<file path="src/rtl/gpio_irq_pkg.sv">
package gpio_irq_pkg;

    // Word index (byte offset / 4) of each register
    typedef enum logic [2:0] {
        SEL_CONF  = 3'd0,
        SEL_DIN   = 3'd1,
        SEL_POL   = 3'd2,
        SEL_CAUSE = 3'd3,
        SEL_EMASK = 3'd4,
        SEL_LMASK = 3'd5
    } reg_sel_e;

    typedef enum logic {
        BUS_IDLE = 1'b0,
        BUS_RESP = 1'b1
    } bus_state_e;

endpackage

</file>
<file path="src/rtl/gpio_sync.sv">
module gpio_sync #(
    parameter int WIDTH = 32
) (
    input  logic             clk,
    input  logic             rst_n,
    input  logic [WIDTH-1:0] d,
    output logic [WIDTH-1:0] q
);
    logic [WIDTH-1:0] meta_q;
    logic [WIDTH-1:0] stab_q;

    always_ff @(posedge clk or negedge rst_n) begin
        if (!rst_n) begin
            meta_q <= '0;
            stab_q <= '0;
        end else begin
            meta_q <= d;
            stab_q <= meta_q;
        end
    end

    assign q = stab_q;
endmodule

</file>
<file path="src/rtl/gpio_regs.sv">
module gpio_regs
    import gpio_irq_pkg::*;
#(
    parameter int NUM_LINES = 32,
    parameter int ADDR_W    = 5
) (
    input  logic                 clk,
    input  logic                 rst_n,
    input  logic                 bus_valid,
    input  logic                 bus_write,
    input  logic [ADDR_W-1:0]    bus_addr,
    input  logic [NUM_LINES-1:0] bus_wdata,
    output logic [NUM_LINES-1:0] bus_rdata,
    output logic                 bus_rvalid,
    input  logic [NUM_LINES-1:0] data_in,
    input  logic [NUM_LINES-1:0] edge_cause,
    output logic [NUM_LINES-1:0] io_conf,
    output logic [NUM_LINES-1:0] polarity,
    output logic [NUM_LINES-1:0] edge_mask,
    output logic [NUM_LINES-1:0] level_mask,
    output logic                 cause_wr_en,
    output logic [NUM_LINES-1:0] cause_wr_data
);
    localparam int IDX_W = ADDR_W - 2;

    bus_state_e           state_q, state_d;
    logic                 aligned;
    logic [IDX_W-1:0]     idx;
    logic                 wr_req, rd_req;
    logic [NUM_LINES-1:0] rd_mux;
    logic [NUM_LINES-1:0] rdata_q;

    assign aligned = (bus_addr[1:0] == 2'b00);
    assign idx     = bus_addr[ADDR_W-1:2];
    assign wr_req  = bus_valid &&  bus_write && aligned;
    assign rd_req  = bus_valid && !bus_write;

    // Sequencer: state register
    always_ff @(posedge clk or negedge rst_n) begin
        if (!rst_n) state_q <= BUS_IDLE;
        else        state_q <= state_d;
    end

    // Sequencer: next state
    always_comb begin
        unique case (state_q)
            BUS_IDLE: state_d = rd_req ? BUS_RESP : BUS_IDLE;
            BUS_RESP: state_d = rd_req ? BUS_RESP : BUS_IDLE;
            default:  state_d = BUS_IDLE;
        endcase
    end

    // Sequencer: outputs
    always_comb begin
        unique case (state_q)
            BUS_IDLE: bus_rvalid = 1'b0;
            BUS_RESP: bus_rvalid = 1'b1;
            default:  bus_rvalid = 1'b0;
        endcase
    end

    // Control registers
    always_ff @(posedge clk or negedge rst_n) begin
        if (!rst_n) begin
            io_conf    <= '0;
            polarity   <= '0;
            edge_mask  <= '0;
            level_mask <= '0;
        end else if (wr_req) begin
            case (idx)
                IDX_W'(SEL_CONF):  io_conf    <= bus_wdata;
                IDX_W'(SEL_POL):   polarity   <= bus_wdata;
                IDX_W'(SEL_EMASK): edge_mask  <= bus_wdata;
                IDX_W'(SEL_LMASK): level_mask <= bus_wdata;
                default: ;
            endcase
        end
    end

    assign cause_wr_en   = wr_req && (idx == IDX_W'(SEL_CAUSE));
    assign cause_wr_data = bus_wdata;

    // Read multiplexer
    always_comb begin
        rd_mux = '0;
        if (aligned) begin
            case (idx)
                IDX_W'(SEL_CONF):  rd_mux = io_conf;
                IDX_W'(SEL_DIN):   rd_mux = data_in;
                IDX_W'(SEL_POL):   rd_mux = polarity;
                IDX_W'(SEL_CAUSE): rd_mux = edge_cause;
                IDX_W'(SEL_EMASK): rd_mux = edge_mask;
                IDX_W'(SEL_LMASK): rd_mux = level_mask;
                default:           rd_mux = '0;
            endcase
        end
    end

    always_ff @(posedge clk or negedge rst_n) begin
        if (!rst_n)      rdata_q <= '0;
        else if (rd_req) rdata_q <= rd_mux;
    end

    assign bus_rdata = rdata_q;
endmodule

</file>
<file path="src/rtl/gpio_cause.sv">
module gpio_cause #(
    parameter int NUM_LINES  = 32,
    parameter int GROUP_SIZE = 8
) (
    input  logic                  clk,
    input  logic                  rst_n,
    input  logic [NUM_LINES-1:0]  sync_line,
    input  logic [NUM_LINES-1:0]  polarity,
    input  logic [NUM_LINES-1:0]  io_conf,
    input  logic [NUM_LINES-1:0]  edge_mask,
    input  logic [NUM_LINES-1:0]  level_mask,
    input  logic                  cause_wr_en,
    input  logic [NUM_LINES-1:0]  cause_wr_data,
    output logic [NUM_LINES-1:0]  data_in,
    output logic [NUM_LINES-1:0]  edge_cause,
    output logic [NUM_LINES/GROUP_SIZE-1:0] irq_group
);
    localparam int NUM_GROUPS = NUM_LINES / GROUP_SIZE;

    logic [NUM_LINES-1:0]  prev_q;
    logic [NUM_LINES-1:0]  rise;
    logic [NUM_LINES-1:0]  kept;
    logic [NUM_LINES-1:0]  cause_q;
    logic [NUM_LINES-1:0]  combined;
    logic [NUM_GROUPS-1:0] grp_any;
    logic [NUM_GROUPS-1:0] irq_q;

    assign data_in = sync_line ^ polarity;
    assign rise    = data_in & ~prev_q & io_conf;
    assign kept    = cause_wr_en ? (cause_q & cause_wr_data) : cause_q;

    always_ff @(posedge clk or negedge rst_n) begin
        if (!rst_n) begin
            prev_q  <= '0;
            cause_q <= '0;
        end else begin
            prev_q  <= data_in;
            cause_q <= kept | rise;   // a new edge beats a clearing write
        end
    end

    assign edge_cause = cause_q;
    assign combined   = (data_in & level_mask & io_conf) | (cause_q & edge_mask);

    for (genvar g = 0; g < NUM_GROUPS; g++) begin : g_grp
        assign grp_any[g] = |combined[g*GROUP_SIZE +: GROUP_SIZE];
    end

    always_ff @(posedge clk or negedge rst_n) begin
        if (!rst_n) irq_q <= '0;
        else        irq_q <= grp_any;
    end

    assign irq_group = irq_q;
endmodule

</file>
<file path="src/rtl/gpio_irq_aggr.sv">
module gpio_irq_aggr
    import gpio_irq_pkg::*;
#(
    parameter int NUM_LINES  = 32,
    parameter int GROUP_SIZE = 8,
    parameter int ADDR_W     = 5
) (
    input  logic                            clk,
    input  logic                            rst_n,
    input  logic [NUM_LINES-1:0]            line_in,
    input  logic                            bus_valid,
    input  logic                            bus_write,
    input  logic [ADDR_W-1:0]               bus_addr,
    input  logic [NUM_LINES-1:0]            bus_wdata,
    output logic [NUM_LINES-1:0]            bus_rdata,
    output logic                            bus_rvalid,
    output logic [NUM_LINES/GROUP_SIZE-1:0] irq_group
);
    logic [NUM_LINES-1:0] sync_line;
    logic [NUM_LINES-1:0] data_in_w;
    logic [NUM_LINES-1:0] edge_cause_w;
    logic [NUM_LINES-1:0] io_conf_w;
    logic [NUM_LINES-1:0] polarity_w;
    logic [NUM_LINES-1:0] edge_mask_w;
    logic [NUM_LINES-1:0] level_mask_w;
    logic                 cause_wr_en;
    logic [NUM_LINES-1:0] cause_wr_data;

    gpio_sync #(.WIDTH(NUM_LINES)) u_sync (
        .clk (clk),
        .rst_n (rst_n),
        .d (line_in),
        .q (sync_line)
    );

    gpio_regs #(.NUM_LINES(NUM_LINES), .ADDR_W(ADDR_W)) u_regs (
        .clk (clk),
        .rst_n (rst_n),
        .bus_valid (bus_valid),
        .bus_write (bus_write),
        .bus_addr (bus_addr),
        .bus_wdata (bus_wdata),
        .bus_rdata (bus_rdata),
        .bus_rvalid (bus_rvalid),
        .data_in (data_in_w),
        .edge_cause (edge_cause_w),
        .io_conf (io_conf_w),
        .polarity (polarity_w),
        .edge_mask (edge_mask_w),
        .level_mask (level_mask_w),
        .cause_wr_en (cause_wr_en),
        .cause_wr_data (cause_wr_data)
    );

    gpio_cause #(.NUM_LINES(NUM_LINES), .GROUP_SIZE(GROUP_SIZE)) u_cause (
        .clk (clk),
        .rst_n (rst_n),
        .sync_line (sync_line),
        .polarity (polarity_w),
        .io_conf (io_conf_w),
        .edge_mask (edge_mask_w),
        .level_mask (level_mask_w),
        .cause_wr_en (cause_wr_en),
        .cause_wr_data (cause_wr_data),
        .data_in (data_in_w),
        .edge_cause (edge_cause_w),
        .irq_group (irq_group)
    );
endmodule

</file>
<file path="config.mk">
export PLATFORM = sky130hd
export DESIGN_NAME = gpio_irq_aggr
export DESIGN_NICKNAME = d
export VERILOG_FILES = /design/src/rtl/gpio_irq_pkg.sv /design/src/rtl/gpio_sync.sv /design/src/rtl/gpio_regs.sv /design/src/rtl/gpio_cause.sv /design/src/rtl/gpio_irq_aggr.sv
export SDC_FILE = /design/constraint.sdc
export NUM_CORES = 1
export LEC_CHECK = 0
export ABC_AREA = 1
export BUFFER_PORTS_ARGS = -buffer_cell sky130_fd_sc_hd__buf_4
export CAP_MARGIN = 20
export CORE_MARGIN = 2
export CORE_UTILIZATION = 45
export CTS_CLUSTER_SIZE = 40
export DETAILED_ROUTE_END_ITERATION = 10
export SETUP_SLACK_MARGIN = 0.02
export SYNTH_ARGS = -nofsm -noshare
export SYNTH_HDL_FRONTEND = slang
export SYNTH_SLANG_ARGS = --single-unit
</file>
<file path="constraint.sdc">
create_clock -name clk -period 1.17 [get_ports clk]
set_input_delay 0.1755 -clock clk [delete_from_list [all_inputs] [get_ports clk]]
set_output_delay 0.1755 -clock clk [all_outputs]
set_load 0.02 [all_outputs]
</file>
Word level (Yosys, flattened, before mapping)
Cells that the tools add are included.
{"block": "classes", "add_sub_neg": 0, "n_mul": 0, "n_div": 0, "n_lt_le_gt_ge": 0, "eq_ne": 5, "shift": 0, "mux": 5, "bitwise_logic": 11, "reduce_logical": 15}
{"operator": "32-bit bitwise AND", "n": 6}
{"operator": "32-bit case mux with 6 select lines", "n": 1}
{"operator": "32-bit two-way mux", "n": 2}
{"operator": "32-bit bitwise OR", "n": 2}
{"operator": "32-bit inverter", "n": 1}
{"operator": "8-bit OR reduction", "n": 4}
{"operator": "32-bit bitwise XOR", "n": 1}
{"operator": "2-bit AND reduction", "n": 4}
{"operator": "3-bit by 2-bit == test with 1-bit output (second input constant)", "n": 2}
{"operator": "3-bit == test (second input constant)", "n": 2}
{"operator": "1-bit logical AND", "n": 4}
{"operator": "3-bit by 1-bit == test with 1-bit output (second input constant)", "n": 1}
{"operator": "3-bit logical NOT", "n": 1}
{"operator": "2-bit logical NOT", "n": 1}
{"operator": "1-bit case mux with 2 select lines", "n": 1}
{"operator": "1-bit logical NOT", "n": 1}
{"operator": "1-bit two-way mux", "n": 1}
{"operator": "1-bit inverter", "n": 1}
{"block": "totals", "register_bits": 293, "latchBits": 0, "mem_bits_rw": 0, "romBits": 0, "output_inout_bits": 37, "memories": 0}

Depth between registers and ports, before layout
Gate-level depths: netlist of run 1.
{"block": "logic_depth", "ltp_word": 5, "mapped_depth": 9, "depth_no_buf": 8}

By module
Synthesis of run 1 repeated with hierarchy kept, for this count alone.
{"block": "hier_totals", "hier_cells": 1609, "area_unflattened_um2": 13261.5}
{"module": "gpio_regs", "n_inst": 1, "cells_per_inst": 1049, "area_each_um2": 8080.2}
{"module": "gpio_cause", "n_inst": 1, "cells_per_inst": 496, "area_each_um2": 3579.7}
{"module": "gpio_sync", "n_inst": 1, "cells_per_inst": 64, "area_each_um2": 1601.5}

Least setup slack after synthesis of run 1
OpenSTA, ideal clock, no wires.
{"block": "synth_timing", "path_type": "input-to-reg", "startpoint": "in bus_addr[0]", "endpoint": "reg u_regs.polarity[23]", "setup_ns": 0.120, "t_arrival_ns": 1.008, "setup_slack_ns": 0.042, "path_stages": 7, "n_path_buf": 1, "cell_sequence": "inv_1 -> nand2_1 -> nor2_8 -> nand4_4 -> buf_6 -> nand2_1 -> o21ai_2"}
{"block": "synth_between", "elab_chain_cells": 3}
{"item": "from (decl)", "line": "gpio_irq_aggr.sv:13", "source": "input logic [ADDR_W-1:0] bus_addr,"}
{"item": "2-bit logical NOT", "line": "gpio_regs.sv:33", "source": "assign aligned = (bus_addr[1:0] == 2'b00);"}
{"item": "1-bit logical AND", "line": "gpio_regs.sv:35", "source": "assign wr_req = bus_valid && bus_write && aligned;"}
{"item": "2-bit AND reduction (no line)"}
{"item": "to (signal assigned)", "line": "gpio_regs.sv:72", "source": "IDX_W'(SEL_POL): polarity <= bus_wdata;"}
{"item": "to (decl)", "line": "gpio_regs.sv:18", "source": "output logic [NUM_LINES-1:0] polarity,"}
No other way between the ends.
A chain may end at the register's enable or synchronous reset.

Final worst setup path of run 1
{"block": "layout_timing", "startpoint": "reg u_regs.rdata_q[31], in the netlist u_regs.bus_rdata[31]", "endpoint": "out bus_rdata[31]"}
{"item": "from (decl)", "line": "gpio_regs.sv:31", "source": "logic [NUM_LINES-1:0] rdata_q;"}
{"item": "from (signal assigned)", "line": "gpio_regs.sv:101", "source": "else if (rd_req) rdata_q <= rd_mux;"}
{"item": "to (decl)", "line": "gpio_irq_aggr.sv:15", "source": "output logic [NUM_LINES-1:0] bus_rdata,"}
No word-level cell between the ends.

==> summary.log, run 1 <==
qor: synth.yosysWarningCount 0
qor: placement.globalplace.congestion 0.8469
qor: placement.place_hpwl 24.08 mm
qor: worst_setup_path.critPathMaxStageDelay 0.44 ns
qor: worst_setup_path.timing.critical_path.max_delay_family flip-flops
qor: floorplan.chipWidth 175.8 µm
qor: floorplan.fp.coreArea 28860 µm²
qor: timing.layout_min_cycle_time 1.300 ns
qor: floorplan.placementRows 62
qor: placement.dp_worst_setup_slack -0.2727 ns
qor: clocking.clk_pin_slew_worst_paths 0.06 ns
qor: global_routing.wire_length_of_the_first_global_routing_pass 58.88 mm
qor: worst_setup_path.timing_worst_setup_path_type reg -> out
qor: global_routing.met2_usage 0.4006
qor: clocking.clock-root-buffer sky130_fd_sc_hd__clkbuf_16
qor: layout.final_net_count 1919
qor: route.first_iter_violations 792
qor: timing.fmax 769.2 MHz
qor: power.net-switching-power 7045 µW
qor: power.p_leak 0.008796 µW
qor: worst_setup_path.timing.critical_path.fanout_max 2
qor: floorplan.fp.dieArea 30900 µm²
qor: power.power.density_cell_area 1516 nW/µm²
qor: synth.postSynthRegisterBits 293
qor: floorplan.top_level_ports 110
qor: synth.synth_nets 1653
qor: placement.port-buffer-count 109
qor: clocking.cts_max_path_buffers 3
qor: power.switching_fraction 0.2668
qor: global_routing.pin_count_of_the_biggest_net_entering_global_routing 57
qor: synth.seq_area_frac_synth 0.5521
qor: flow_run.max_cap_violations 0
qor: global_routing.grt-ovfl-total 0
qor: power.power.sequential.fraction 0.457
qor: global_routing.grt.total_usage 0.2396
qor: outcome.violations negative setup slack
qor: floorplan.floorplan.initialDensity 0.4602
qor: route.vias 11.31k
qor: synth.post_synth_num_cell_types 26
qor: timing.skew 0.01669 ns
qor: clocking.cts_tree yes
qor: timing.fin_ws -0.1300 ns
qor: global_routing.grt_pass1_vias 11.32k
qor: route.drcViolationCount 0
qor: power.clkPwrFrac 0.395
qor: route.detail_route.first_pass.iterations 5
qor: global_routing.global_route.usage.met1 0.3294
qor: layout.count_of_fill_cells_added_during_filler_insertion 2498
qor: clocking.numCtsBuffers 34
qor: layout.mostFrequentLayoutCell sky130_fd_sc_hd__nand2_1
qor: timing.final-max-slew-violation-count 0
qor: layout.antenna_cells 0
qor: worst_setup_path.worstSetupEndpointType output pin
qor: route.postRouteAntennaNets 0
qor: timing.max_slew.worst_pin.slew 0.3837 ns
qor: route.route.detailed.wl_per_inst 16.19 µm
qor: floorplan.die_y 175.8 µm
qor: timing.timing.max_slew.rel_slack 0.7442
qor: worst_setup_path.path_cells buf_6
qor: clocking.clock_sinks 293
qor: global_routing.grt_met3_use 0.03225
qor: synth.synthesized_area 13280 µm²
qor: worst_setup_path.worstPathRequired 0.99 ns
qor: power.total_power 26400 µW
qor: power.ir_worst_vdd 1.295 mV
qor: global_routing.global_route.peak_usage_layer met2
qor: layout.layout.cells.most_common_list 507 x sky130_fd_sc_hd__nand2_1, 292 x sky130_fd_sc_hd__dfrtp_1, 176 x sky130_fd_sc_hd__buf_4, 159 x sky130_fd_sc_hd__inv_1, 153 x sky130_fd_sc_hd__nor2_1
qor: timing.number_of_failing_hold_endpoints_at_the_final_stage 0
qor: timing.setup_viol_count_final 36
qor: timing.final.period_utilization 1.111
qor: synth.syn_area_per_cell 8.405 µm²
qor: worst_setup_path.timing.critical_path.arrival 1.12 ns
qor: hold_path.worstHoldPathType in -> async
qor: timing.grt_setup_unrepaired true
qor: timing.setup-tns-final -1.158 ns
qor: worst_setup_path.critPathSlowestCell sky130_fd_sc_hd__dfrtp_1
qor: synth.syn_inst 1580
qor: route.post_drt_via_cell_ratio 5.034
qor: outcome.outcome finished, violations left
qor: worst_setup_path.critPathBufInv 1
qor: worst_setup_path.critPathLaunchType flop
qor: clocking.clock_insertion_delay_worst_skew 0.51 ns
qor: layout.area.growth.synth_to_final 31.16%
qor: route.postRouteWirelength 36.37 mm
qor: power.combinational_share_of_power 0.148
qor: power.cellInternalPower 19360 µW
qor: global_routing.antenna_found_initial 0
qor: clocking.ctsHtreeMaxLevel 2
qor: layout.post_route_cells_drive_above_1_share 0.2170
==> state kept, by name (all words and copies together) (netlist names) <==
register and cells:
u_regs.bus_rdata 32, u_sync.meta_q 32, u_regs.state_q 1, u_regs.polarity 32
u_regs.edge_mask 32, u_cause.prev_q 32, u_regs.level_mask 32, u_regs.io_conf 32
u_cause.irq_group 4, u_sync.q 32, u_cause.edge_cause 32
==> per-layer routing <==
layer	part of all wire	vias up	wire length (µm)
met5	0	-	0
met1	0.45	5391	16480
met2	0.48	286	17370
li1	-	5575	-
met4	0.021	0	780
met3	0.048	55	1743
==> per-stage QoR <==
| stage | utilization | hold slack, ns | cell area (µm²) | instances |
|---|---|---|---|---|
| finish | 0.6036 | 0.1112 | 17420 | 2246 |
| global route | 0.6036 | 0.1145 | 17420 | 2246 |
| CTS | 0.5938 | 0.1046 | 17140 | 2219 |
| detailed placement | 0.5240 | 0.03933 | 15120 | 2086 |
| global placement | 0.5240 | 0.03738 | 15120 | 2086 |
| floorplan | - | -0.1201 | 13280 | 1580 |
==> Yosys cell counts <==
| cell | instances | area, µm² |
|---|---|---|
| sky130_fd_sc_hd__o21ai_2 | 60 | 525.5 |
| sky130_fd_sc_hd__o21ai_1 | 95 | 475.5 |
| sky130_fd_sc_hd__a21oi_1 | 2 | 10.01 |
| sky130_fd_sc_hd__buf_1 | 3 | 11.26 |
| sky130_fd_sc_hd__nand2_1 | 524 | 1967 |
| sky130_fd_sc_hd__nand3_4 | 2 | 35.03 |
| sky130_fd_sc_hd__inv_1 | 166 | 623.1 |
| sky130_fd_sc_hd__nor2_8 | 2 | 40.04 |
| sky130_fd_sc_hd__dfrtp_1 | 293 | 7332 |
| sky130_fd_sc_hd__inv_2 | 1 | 3.750 |
| sky130_fd_sc_hd__nand3_1 | 51 | 255.2 |
| sky130_fd_sc_hd__nor2_1 | 160 | 600.6 |
| sky130_fd_sc_hd__buf_2 | 42 | 210.2 |
| sky130_fd_sc_hd__buf_6 | 15 | 168.9 |
| sky130_fd_sc_hd__nand2_2 | 2 | 12.51 |
| sky130_fd_sc_hd__nand4_1 | 107 | 669.4 |
| sky130_fd_sc_hd__nor3_1 | 6 | 30.03 |
| sky130_fd_sc_hd__clkbuf_1 | 8 | 30.03 |
| sky130_fd_sc_hd__a211oi_2 | 1 | 12.51 |
| sky130_fd_sc_hd__inv_4 | 2 | 12.51 |
| sky130_fd_sc_hd__clkbuf_2 | 1 | 5.000 |
| sky130_fd_sc_hd__nand4_4 | 2 | 42.54 |
| sky130_fd_sc_hd__nand3_2 | 2 | 20.02 |
| sky130_fd_sc_hd__o21ai_0 | 25 | 125.1 |
| sky130_fd_sc_hd__buf_4 | 7 | 52.55 |
| sky130_fd_sc_hd__nor3_2 | 1 | 10.01 |
==> final cells by class <==
cell class                      instances  area [µm²]  share of cell area
Inverter                              169       639.4             0.03671
Multi-Input combinational cell       1042        4926              0.2828
Clock inverter                          8       92.59            0.005316
Timing Repair Buffer                  306        2944              0.1690
Sequential cell                       293        7333              0.4210
Tap cell                              384       480.5             0.02758
Clock buffer                           44        1002             0.05754
==> final timing paths <==
path	cells past startpoint	slack, ns	start	to
max in group asynchronous	3	0.41	rst_n	u_regs.polarity[4]
min in group clk	5	0.30	bus_write	u_regs.state_q
max reg2reg	8	0.02	u_sync.q[11]	u_regs.bus_rdata[11]
max	1	-0.13	u_regs.bus_rdata[31]	bus_rdata[31]
min reg2reg	0	0.35	u_sync.meta_q[26]	u_sync.q[26]
min	2	0.11	rst_n	u_cause.prev_q[7]
==> timing repair <==
item | 4_1_cts | 5_1_grt
buffers inserted | 16 | 27
endpoints found under the setup margin | 40 | 53
hold buffers | 65 | 0
pin swaps | 3 | 22
resized for setup | 41 | 36
endpoints found under the hold margin | 329 | 0
==> cells by family after synthesis <==
kind of cell | synth area share
buffers and inverters | 0.08413
DFF | 0.5521
and+or+nand+nor | 0.2773
AOI/OAI and AO/OA | 0.08649
==> power by group through the flow <==
stage | Combinational (µW) | Clock (µW) | Sequential, µW
2_1_floorplan | 2020 | 0 | 12100
3_3_place_gp | 3390 | 0 | 12200
3_5_place_dp | 3470 | 0 | 12200
4_1_cts | 3760 | 10600 | 12000
5_1_grt | 4430 | 11000 | 12200
6_report | 3920 | 10400 | 12100
(Power assumes the default switching activity.)
==> inputs of run 2 (changes only) <==
--- a/config.mk
+++ b/config.mk
@@ -13,6 +13,7 @@
 export CTS_CLUSTER_SIZE = 40
 export DETAILED_ROUTE_END_ITERATION = 10
 export SETUP_SLACK_MARGIN = 0.02
+export SKIP_CTS_REPAIR_TIMING = 1
 export SYNTH_ARGS = -nofsm -noshare
 export SYNTH_HDL_FRONTEND = slang
 export SYNTH_SLANG_ARGS = --single-unit
==> run 2 against run 1 <==
  * The flow still finishes with violations (negative setup slack)
  * Largest cell class unchanged
  * Largest power group unchanged
  * Combinational power about the same
  * Global-route usage down 0.56 points
  * Cell area down 0.47%
  * Clock skew down 0.00080 ns
==> summary.log, run 2 (synthesis results as in run 1) <==
qor: outcome.outcome finished, violations left
qor: outcome.violations negative setup slack
qor: timing.layout_min_cycle_time 1.285 ns
qor: worst_setup_path.critPathBufInv 1
qor: route.route.detailed.wl_per_inst 16.31 µm
qor: clocking.clk_pin_slew_worst_paths 0.06 ns
qor: floorplan.fp.coreArea 28860 µm²
qor: timing.number_of_failing_hold_endpoints_at_the_final_stage 0
qor: floorplan.fp.dieArea 30900 µm²
qor: worst_setup_path.timing.critical_path.max_delay_family flip-flops
qor: clocking.clock_sinks 293
qor: layout.mostFrequentLayoutCell sky130_fd_sc_hd__nand2_1
qor: global_routing.global_route.peak_usage_layer met2
qor: route.postRouteAntennaNets 0
qor: clocking.ctsHtreeMaxLevel 2
qor: timing.setup_viol_count_final 36
qor: clocking.clock_insertion_delay_worst_skew 0.51 ns
qor: flow_run.max_cap_violations 0
qor: worst_setup_path.critPathLaunchType flop
qor: layout.final_net_count 1909
qor: global_routing.grt-ovfl-total 0
qor: worst_setup_path.timing.critical_path.arrival 1.11 ns
qor: layout.final_core_utilization 0.6007
qor: global_routing.grt.total_usage 0.2341
qor: power.p_leak 0.008742 µW
qor: placement.post-place-cells 2086
qor: timing.final-max-slew-violation-count 0
qor: worst_setup_path.worstPathRequired 0.99 ns
qor: clocking.numCtsBuffers 34
qor: route.postRouteWirelength 36.47 mm
qor: placement.globalplace.congestion 0.8469
qor: floorplan.floorplan.initialDensity 0.4602
qor: global_routing.global_route.usage.met1 0.3261
qor: worst_setup_path.timing_worst_setup_path_type reg -> out
qor: timing.skew 0.01589 ns
qor: hold_path.worstHoldPathType in -> async
qor: placement.dp_worst_setup_slack -0.2727 ns
qor: placement.post_dp_cell_area 15120 µm²
qor: layout.layout.cells.non_filler 2236
qor: global_routing.grt_pass1_vias 10.90k
qor: clocking.cts_tree yes
qor: floorplan.die_y 175.8 µm
qor: route.detail_route.first_pass.iterations 5
qor: route.drcViolationCount 0
qor: floorplan.placementRows 62
qor: route.first_iter_violations 685
qor: floorplan.top_level_ports 110
qor: timing.fmax 778.5 MHz
qor: worst_setup_path.critPathSlowestCell sky130_fd_sc_hd__dfrtp_1
qor: global_routing.met2_usage 0.3855
qor: timing.final.period_utilization 1.098
qor: floorplan.chipWidth 175.8 µm
qor: worst_setup_path.critPathMaxStageDelay 0.44 ns
qor: power.total_power 26370 µW
qor: timing.timing.max_slew.rel_slack 0.7401
qor: worst_setup_path.path_cells buf_6
qor: layout.post_route_cells_drive_above_1_share 0.2117
qor: layout.final_area 17340 µm²
qor: global_routing.antenna_found_initial 0
qor: power.ir_worst_vdd 1.275 mV
qor: timing.grt_setup_unrepaired true
qor: placement.place_hpwl 24.08 mm
qor: global_routing.wire_length_of_the_first_global_routing_pass 57.38 mm
qor: layout.layout.cells.most_common_list 508 x sky130_fd_sc_hd__nand2_1, 292 x sky130_fd_sc_hd__dfrtp_1, 166 x sky130_fd_sc_hd__buf_4, 159 x sky130_fd_sc_hd__inv_1, 153 x sky130_fd_sc_hd__nor2_1
qor: layout.area.growth.synth_to_final 30.54%
qor: worst_setup_path.timing.critical_path.fanout_max 2
qor: worst_setup_path.reg2reg_depth 8
qor: power.power.density_cell_area 1521 nW/µm²
qor: clocking.clock-root-buffer sky130_fd_sc_hd__clkbuf_16
qor: layout.count_of_fill_cells_added_during_filler_insertion 2515
qor: worst_setup_path.critical_path_cell_count 1
qor: global_routing.grt_met3_use 0.03247
qor: timing.max_slew.worst_pin.slew 0.3899 ns
qor: route.post_drt_via_cell_ratio 5.076
qor: layout.antenna_cells 0
qor: global_routing.pin_count_of_the_biggest_net_entering_global_routing 57
qor: placement.port-buffer-count 109
qor: timing.fin_ws -0.1146 ns
qor: worst_setup_path.worstSetupEndpointType output pin
qor: clocking.cts_max_path_buffers 3
qor: route.vias 11.35k
## run 2: changes by cell type in the layout (fill, tap and decap cells not counted), sizes merged
cell | previous run | this run
buf | 241 | 231
## run 2: worst paths after layout
path                                      startpoint              endpoint  slack [ns]
worst max register to register          u_sync.q[11]  u_regs.bus_rdata[11]        0.03
worst min-delay path                           rst_n     u_cause.prev_q[7]        0.11
worst max-delay path            u_regs.bus_rdata[31]         bus_rdata[31]       -0.11
max in group asynchronous                      rst_n   u_regs.bus_rdata[6]        0.40
min in group clk                           bus_write  u_regs.bus_rdata[18]        0.29
worst min register to register     u_sync.meta_q[26]          u_sync.q[26]        0.35
## run 2: report_power, final
part | switching (µW) | internal [µW] | leakage, µW
clock | 4000 | 6410 | 0.000542
sequential | 833 | 11200 | 0.00362
combinational | 2190 | 1700 | 0.00458
total | 7030 | 19300 | 0.00874
## run 2: area by class of cell
type | instances | area, µm² | area share
Clock inverter | 8 | 92.59 | 0.005341
Multi-Input combinational cell | 1042 | 4918 | 0.2837
Clock buffer | 44 | 1002 | 0.05781
Tap cell | 384 | 480.5 | 0.02772
Timing Repair Buffer | 296 | 2869 | 0.1655
Inverter | 169 | 639.4 | 0.03688
Sequential cell | 293 | 7333 | 0.4230
## run 2: layer usage
layer  up-vias  wire, µm
li1       5553         -
met1      5431     16490
met2       298     17430
met3        67      1756
met4         0       790
met5         -         0
## run 2: metrics by stage
stage	setup TNS, ns	hold slack, ns
finish	-1.152	0.1112
global route	-2.305	0.1145
CTS	-2.238	-0.4918
detailed placement	-31.49	0.03933
global placement	-28.76	0.03738
floorplan	0	-0.1201
